$ cat src/rtl/usb_ls_rx_pkg.sv
package usb_ls_rx_pkg;

    typedef enum logic [2:0] {
        ST_IDLE_WAIT = 3'd0,
        ST_FIRST_K   = 3'd1,
        ST_CONFIRM   = 3'd2,
        ST_RETRY_K   = 3'd3,
        ST_DATA      = 3'd4
    } rx_state_e;

    // Encoded as {D+, D-}
    typedef enum logic [1:0] {
        LN_SE0 = 2'b00,
        LN_J   = 2'b01,
        LN_K   = 2'b10,
        LN_SE1 = 2'b11
    } line_e;

endpackage

$ cat src/rtl/usb_ls_bit_timer.sv
module usb_ls_bit_timer #(
    parameter int unsigned CLK_HZ = 100_000_000,
    parameter int unsigned BIT_HZ = 1_500_000
) (
    input  logic clk,
    input  logic rst_n,
    input  logic realign,
    output logic strobe
);
    localparam int unsigned ACC_W = $clog2(CLK_HZ) + 2;
    localparam logic [ACC_W-1:0] STEP = ACC_W'(BIT_HZ);
    localparam logic [ACC_W-1:0] WRAP = ACC_W'(CLK_HZ);
    localparam logic [ACC_W-1:0] HALF = ACC_W'(CLK_HZ / 2);

    logic [ACC_W-1:0] acc_q;
    logic [ACC_W-1:0] acc_sum;

    assign acc_sum = acc_q + STEP;

    // Fractional period: a wrap past WRAP leaves a remainder, which
    // stretches some periods by one leap clock.
    always_ff @(posedge clk) begin
        if (!rst_n) begin
            acc_q  <= '0;
            strobe <= 1'b0;
        end else if (realign) begin
            acc_q  <= HALF;
            strobe <= 1'b0;
        end else if (acc_sum >= WRAP) begin
            acc_q  <= acc_sum - WRAP;
            strobe <= 1'b1;
        end else begin
            acc_q  <= acc_sum;
            strobe <= 1'b0;
        end
    end
endmodule

$ cat src/rtl/usb_ls_nrzi_unstuff.sv
module usb_ls_nrzi_unstuff #(
    parameter int unsigned STUFF_LEN = 6
) (
    input  logic clk,
    input  logic rst_n,
    input  logic load_ref,
    input  logic smp_en,
    input  logic line_j,
    output logic bit_vld,
    output logic bit_val
);
    localparam int unsigned RUN_W = $clog2(STUFF_LEN + 1);

    logic             ref_j_q;
    logic [RUN_W-1:0] run_q;
    logic             same;

    assign same = (line_j == ref_j_q);

    always_ff @(posedge clk) begin
        if (!rst_n) begin
            ref_j_q <= 1'b1;
            run_q   <= '0;
            bit_vld <= 1'b0;
            bit_val <= 1'b0;
        end else begin
            bit_vld <= 1'b0;
            if (load_ref) begin
                ref_j_q <= 1'b0;            // sync closes on K
                run_q   <= '0;
            end else if (smp_en) begin
                ref_j_q <= line_j;          // every sample, stuffed or not, is the new reference
                if (run_q == RUN_W'(STUFF_LEN)) begin
                    run_q <= '0;
                end else begin
                    bit_vld <= 1'b1;
                    bit_val <= same;
                    run_q   <= same ? run_q + 1'b1 : '0;
                end
            end
        end
    end
endmodule

$ cat src/rtl/usb_ls_byte_pack.sv
module usb_ls_byte_pack #(
    parameter int unsigned MAX_BYTES = 11,
    parameter int unsigned LEN_W     = 4
) (
    input  logic             clk,
    input  logic             rst_n,
    input  logic             clear,
    input  logic             bit_vld,
    input  logic             bit_val,
    output logic [7:0]       byte_data,
    output logic             byte_valid,
    output logic [LEN_W-1:0] count,
    output logic             ovf
);
    logic [7:0] shreg_q;
    logic [2:0] nbit_q;
    logic [7:0] shreg_d;

    assign shreg_d = {bit_val, shreg_q[7:1]};

    always_ff @(posedge clk) begin
        if (!rst_n) begin
            shreg_q    <= '0;
            nbit_q     <= '0;
            byte_data  <= '0;
            byte_valid <= 1'b0;
            count      <= '0;
            ovf        <= 1'b0;
        end else begin
            byte_valid <= 1'b0;
            if (clear) begin
                shreg_q <= '0;
                nbit_q  <= '0;
                count   <= '0;
                ovf     <= 1'b0;
            end else if (bit_vld) begin
                shreg_q <= shreg_d;
                nbit_q  <= nbit_q + 3'd1;
                if (nbit_q == 3'd7) begin
                    if (count < LEN_W'(MAX_BYTES)) begin
                        byte_data  <= shreg_d;
                        byte_valid <= 1'b1;
                        count      <= count + 1'b1;
                    end else begin
                        ovf <= 1'b1;
                    end
                end
            end
        end
    end
endmodule

$ cat src/rtl/usb_ls_rx.sv
module usb_ls_rx
    import usb_ls_rx_pkg::*;
#(
    parameter int unsigned CLK_HZ     = 100_000_000,
    parameter int unsigned BIT_HZ     = 1_500_000,
    parameter int unsigned MAX_BYTES  = 11,
    parameter int unsigned STUFF_LEN  = 6,
    parameter int unsigned RETRY_BITS = 4,
    parameter int unsigned SOF_CNT_W  = 8
) (
    input  logic                             clk,
    input  logic                             rst_n,
    input  logic                             line_dp,
    input  logic                             line_dm,
    output logic [7:0]                       byte_data,
    output logic                             byte_valid,
    output logic                             pkt_end,
    output logic                             pkt_overflow,
    output logic [$clog2(MAX_BYTES+1)-1:0]   pkt_len,
    output logic                             sof_err,
    output logic [SOF_CNT_W-1:0]             sof_cnt
);
    localparam int unsigned LEN_W = $clog2(MAX_BYTES + 1);
    localparam int unsigned WIN_W = $clog2(RETRY_BITS + 1);

    line_e      line_s;
    logic       is_k;
    logic       is_j;
    rx_state_e  state_q;
    rx_state_e  state_d;
    logic       strobe;
    logic       realign;
    logic       accept_sync;
    logic       end_hit;
    logic       sof_hit;
    logic       smp_en;
    logic       half_seen_q;
    logic [WIN_W-1:0] win_q;
    logic       bit_vld;
    logic       bit_val;
    logic [LEN_W-1:0] byte_cnt;
    logic       byte_ovf;

    assign line_s = line_e'({line_dp, line_dm});
    assign is_k   = (line_s == LN_K);
    assign is_j   = (line_s == LN_J);
    assign smp_en = (state_q == ST_DATA) && strobe && (is_j || is_k);

    usb_ls_bit_timer #(.CLK_HZ(CLK_HZ), .BIT_HZ(BIT_HZ)) timer_i (
        .clk     (clk),
        .rst_n   (rst_n),
        .realign (realign),
        .strobe  (strobe)
    );

    usb_ls_nrzi_unstuff #(.STUFF_LEN(STUFF_LEN)) dec_i (
        .clk      (clk),
        .rst_n    (rst_n),
        .load_ref (accept_sync),
        .smp_en   (smp_en),
        .line_j   (is_j),
        .bit_vld  (bit_vld),
        .bit_val  (bit_val)
    );

    usb_ls_byte_pack #(.MAX_BYTES(MAX_BYTES), .LEN_W(LEN_W)) pack_i (
        .clk        (clk),
        .rst_n      (rst_n),
        .clear      (accept_sync),
        .bit_vld    (bit_vld),
        .bit_val    (bit_val),
        .byte_data  (byte_data),
        .byte_valid (byte_valid),
        .count      (byte_cnt),
        .ovf        (byte_ovf)
    );

    // Next-state decision
    always_comb begin
        state_d     = state_q;
        realign     = 1'b0;
        accept_sync = 1'b0;
        end_hit     = 1'b0;
        sof_hit     = 1'b0;
        unique case (state_q)
            ST_IDLE_WAIT: begin
                if (line_dm) state_d = ST_FIRST_K;
            end
            ST_FIRST_K: begin
                if (is_k) begin
                    realign = 1'b1;
                    state_d = ST_CONFIRM;
                end
            end
            ST_CONFIRM: begin
                if (strobe && half_seen_q) begin
                    if (is_k) begin
                        accept_sync = 1'b1;
                        state_d     = ST_DATA;
                    end else begin
                        state_d = ST_RETRY_K;
                    end
                end
            end
            ST_RETRY_K: begin
                if (is_k) begin
                    realign = 1'b1;
                    state_d = ST_CONFIRM;
                end else if (strobe && (win_q == WIN_W'(RETRY_BITS - 1))) begin
                    sof_hit = 1'b1;
                    state_d = ST_IDLE_WAIT;
                end
            end
            ST_DATA: begin
                if (strobe) begin
                    if (line_s == LN_SE0) begin
                        end_hit = 1'b1;
                        state_d = ST_IDLE_WAIT;
                    end else if (line_s == LN_SE1) begin
                        state_d = ST_IDLE_WAIT;
                    end
                end
            end
            default: state_d = ST_IDLE_WAIT;
        endcase
    end

    // State register and its sequencing helpers
    always_ff @(posedge clk) begin
        if (!rst_n) begin
            state_q     <= ST_IDLE_WAIT;
            half_seen_q <= 1'b0;
            win_q       <= '0;
        end else begin
            state_q <= state_d;
            if (realign)
                half_seen_q <= 1'b0;
            else if (state_q == ST_CONFIRM && strobe)
                half_seen_q <= 1'b1;
            if (state_q != ST_RETRY_K)
                win_q <= '0;
            else if (strobe)
                win_q <= win_q + 1'b1;
        end
    end

    // Registered packet and error outputs
    always_ff @(posedge clk) begin
        if (!rst_n) begin
            pkt_end      <= 1'b0;
            pkt_overflow <= 1'b0;
            pkt_len      <= '0;
            sof_err      <= 1'b0;
            sof_cnt      <= '0;
        end else begin
            pkt_end      <= end_hit;
            pkt_overflow <= end_hit && byte_ovf;
            sof_err      <= sof_hit;
            if (end_hit) pkt_len <= byte_cnt;
            if (sof_hit) sof_cnt <= sof_cnt + 1'b1;
        end
    end
endmodule

$ cat config.mk
export PLATFORM = sky130hd
export DESIGN_NAME = usb_ls_rx
export DESIGN_NICKNAME = d
export VERILOG_FILES = /design/src/rtl/usb_ls_rx_pkg.sv /design/src/rtl/usb_ls_bit_timer.sv /design/src/rtl/usb_ls_nrzi_unstuff.sv /design/src/rtl/usb_ls_byte_pack.sv /design/src/rtl/usb_ls_rx.sv
export SDC_FILE = /design/constraint.sdc
export NUM_CORES = 1
export LEC_CHECK = 0
export BUFFER_PORTS_ARGS = -buffer_cell sky130_fd_sc_hd__buf_2
export CORE_MARGIN = 2
export CORE_UTILIZATION = 60
export DETAILED_ROUTE_END_ITERATION = 10
export PLACE_DENSITY = 0.79
export SLEW_MARGIN = 20
export SYNTH_ARGS = -nofsm -noshare
export SYNTH_HDL_FRONTEND = slang
export SYNTH_SLANG_ARGS = --single-unit
export TNS_END_PERCENT = 30
$ cat constraint.sdc
create_clock -name clk -period 5.42 [get_ports clk]
set_clock_uncertainty 0.15 [all_clocks]
set_input_delay 0.542 -clock clk [delete_from_list [all_inputs] [get_ports clk]]
set_output_delay 0.542 -clock clk [all_outputs]
set_load 0.05 [all_outputs]
==> impl_metrics.yaml <==
sta:
  layout_setup_ws_ns: 1.470
  tightest_slew_ns: 1.209
  max_clock_freq_mhz: 253.2
  timing.final.crit_period_ns: 3.950
  rsz0062_at_grt: "false"
  setup-tns-final_ns: 0
  hold_violations: 0
  max-slew-margin-rel: 0.1828
  finalSetupViolCount: 0
  drv_slew: 0
  whs_ns: 0.3111
  fin_crit_sh: 0.7287
grt:
  overflow: 0
  grt_pass1_vias: 3025
  antenna_found_initial: 0
  grt_max_degree: 36
  grtUsageTotal: 0.2287
  grt_pass1_wl_um: 13660
power_and_ir_drop:
  p_per_area_nw_per_um2: 459.8
  leakage_nw: 1.771
  ir_drop_mv: 0.2587
critical_path:
  reg2regPathDepth: 9
  r2r_setup_slack_ns: 1.47
  r2r-end: "timer_i.acc_q[19]"
  path_cells: "or3_1 > a2111oi_0 > a21oi_1 > xnor2_1 > or3_1 > a2111oi_4 > nor2_2 > or3_1 > a31oi_1"
  path_common_cell: "or3_1"
  crit_start: "timer_i.acc_q[14]"
  critPathSlowestCell: "a2111oi_4"
  crit_path_start_kind: "flop"
  cp-end-kind: "flop"
  cp.required_ns: 5.52
  critical_path.max_stage_delay_ns: 0.69
  path_max_fanout: 15
  critical_path_arrival_ns: 4.05
  timing_worst_setup_path_type: "reg -> reg"
  rr_startpoint: "timer_i.acc_q[14]"
clock_tree:
  postCtsSetupRepairBufs: 0
  cts-root-buf: "clkbuf_8"
  cts.path.max_buffers: 2
  cts_max_level: 3
  clk_latency_ns: 0.36
  clk_pin_slew_worst_paths_ns: 0.08
  cts_sinks: 77
  postCtsHoldBufs: 0
  cts_tree: "built"
  numCtsBuffers: 9
  post_cts_resized: 0
route:
  antenna_left: 0
  via_per_inst: 5.802
  remaining_drc_errors: 0
  dr.pass1.iters: 5
  drtIter0Drc: 181
  wl_per_cell_um: 14.39
  vias: 3371
  totalWireLength_um: 8359
final_layout:
  area_delta_synth_final_pct: 8.379
  utilization: 0.6672
  nNetsFinal: 514
  instances_no_fill: 581
  diodes: 0
  drive_gt1_frac: 0.1257
floorplan:
  fp-row-count: 30
  dieArea_um2: 7574
  io_pins: 28
  die_x_um: 87.03
  initial_core_util: 0.6156
  die_height_um: 87.03
  core_area_um2: 6719
logic_synthesis:
  netlist_instances: 482
  synth_seq_area_share: 0.3727
  synth_seq_cells: 77
  yosysWarnings: 0
  ys_async_sr_fraction: 0
  syn-cell-area_um2: 4136
  synth_top_area_share: 0.3727
  synthesis.nets: 500
  synth_edf_count: 0
  syn_avg_cell_area_um2: 8.582
  synth_flop_cell: "dfxtp_1"
  synth_top_cell_by_area: "dfxtp_1"
  synth.area.top_cells: "dfxtp_1 37%, xnor2_1 7.4%, nor2_1 5.8%, mux2i_1 4.8%, ha_1 4.2%"
  synth_cell_type_count: 63
min_path:
  min_to: "pkt_len[0]"
  worstHoldPathType: "reg -> reg"
  holdPathStages: 2
  hp-start: "pkt_len[0]"
placement:
  numPortBuffers: 27
  place_congestion: 0.8693
  dpl.hpwl_um: 5941
  preCtsSetupSlack_ns: 1.564
  place_inst: 565
status:
  outcome: "finished clean"
flow_run:
  cap_violations: 0
worst max-delay path: cells and delay by family (launching register included):
kind | cells | cell delay [ns]
AOI/OAI and AO/OA | 4 | 1.59
xor gates and xnor gates | 1 | 0.19
DFF | 1 | 0.37
and+or+nand+nor | 4 | 1.55
state kept, by name (all words and copies together), names as in the netlist:
register,flops
pack_i.byte_data,8
dec_i.bit_vld,1
dec_i.run_q,3
pack_i.shreg_q,7
pkt_overflow,1
pack_i.nbit_q,3
dec_i.ref_j_q,1
pack_i.ovf,1
dec_i.bit_val,1
sof_err,1
sof_cnt,8
state_q,3
pack_i.count,4
pkt_len,4
win_q,3
timer_i.acc_q,24
pack_i.byte_valid,1
pkt_end,1
half_seen_q,1
timer_i.strobe,1
layout make-up:
class / instances / area (um^2)
Clock inverter: 6 / 70.07
Sequential cell: 77 / 1541
Multi-Input combinational cell: 370 / 2457
Tap cell: 80 / 100.1
Fill cell: 546 / 2236
Timing Repair Buffer: 27 / 135.1
Inverter: 11 / 41.29
Clock buffer: 10 / 137.6
synthesized netlist by cell type (all sizes together) (3+ instances only):
| cell type | n |
|---|---|
| dfxtp | 77 |
| nor2 | 66 |
| xnor2 | 35 |
| nand2 | 34 |
| a21oi | 32 |
| o21ai | 29 |
| mux2i | 20 |
| clkbuf | 18 |
| xor2 | 17 |
| nand3 | 15 |
| ha | 14 |
| nor3 | 13 |
| inv | 10 |
| and2 | 7 |
| buf | 6 |
| nand2b | 6 |
| a211oi | 5 |
| and3 | 5 |
| nand4 | 5 |
| o211ai | 5 |
| or3 | 5 |
| nor2b | 4 |
| o21a | 4 |
| o31ai | 4 |
| a211o | 3 |
| a31oi | 3 |
| and4b | 3 |
| nand3b | 3 |
| nor3b | 3 |
| or2 | 3 |
| or3b | 3 |
cell usage in the layout (no fill, tap or decap), types with 3 or more instances in the layout:
master      instances
dfxtp_1            77
nor2_1             64
xnor2_1            35
nand2_1            33
a21oi_1            31
buf_2              27
o21ai_0            25
mux2i_1            20
xor2_1             16
nand3_1            14
ha_1               14
nor3_1             12
inv_1              10
clkbuf_8           10
and2_1              7
nand2b_1            6
a211oi_1            5
and3_1              5
or3_1               5
nand4_1             5
o211ai_1            5
nor2b_1             4
o21a_1              4
o31ai_1             4
and4b_1             3
a211o_1             3
nand3b_1            3
nor3b_1             3
a31oi_1             3
clkinvlp_4          3
worst max path at each step:
stage          slack, ns           endpoint
2_1_floorplan       2.12  timer_i.acc_q[19]
3_3_place_gp        1.69  timer_i.acc_q[19]
3_5_place_dp        1.56  timer_i.acc_q[19]
4_1_cts             1.52  timer_i.acc_q[19]
5_1_grt             1.24  timer_i.acc_q[19]
6_report            1.47  timer_i.acc_q[19]
cell families after synthesis:
logic type,share of synthesized area
flip-flops,0.3727
buffers and inverters,0.03327
AO/OA/AOI/OAI,0.1706
AND/OR/NAND/NOR,0.2208
XOR/XNOR,0.1119
multiplexers,0.04840
adder cells (fa/ha/maj),0.04235
stage by stage:
step | power, mW | instance area, um^2
2_1_floorplan | 1.468 | 4136
3_3_place_gp | 1.582 | 4275
3_5_place_dp | 1.601 | 4275
4_1_cts | 2.056 | 4483
5_1_grt | 2.194 | 4483
6_report | 2.062 | 4483
layer usage:
layer	track usage	part of all wire	wire length [um]
met4	0.09943	0.020	170
met2	0.3727	0.47	3892
met3	0.05403	0.049	408
met5	0	0	0
met1	0.2882	0.47	3887
where the power goes:
part	internal, mW	total (mW)	switching, mW
Sequential	0.639	0.768	0.129
Clock	0.228	0.450	0.222
Combinational	0.373	0.843	0.470
(Power assumes the default switching activity.)
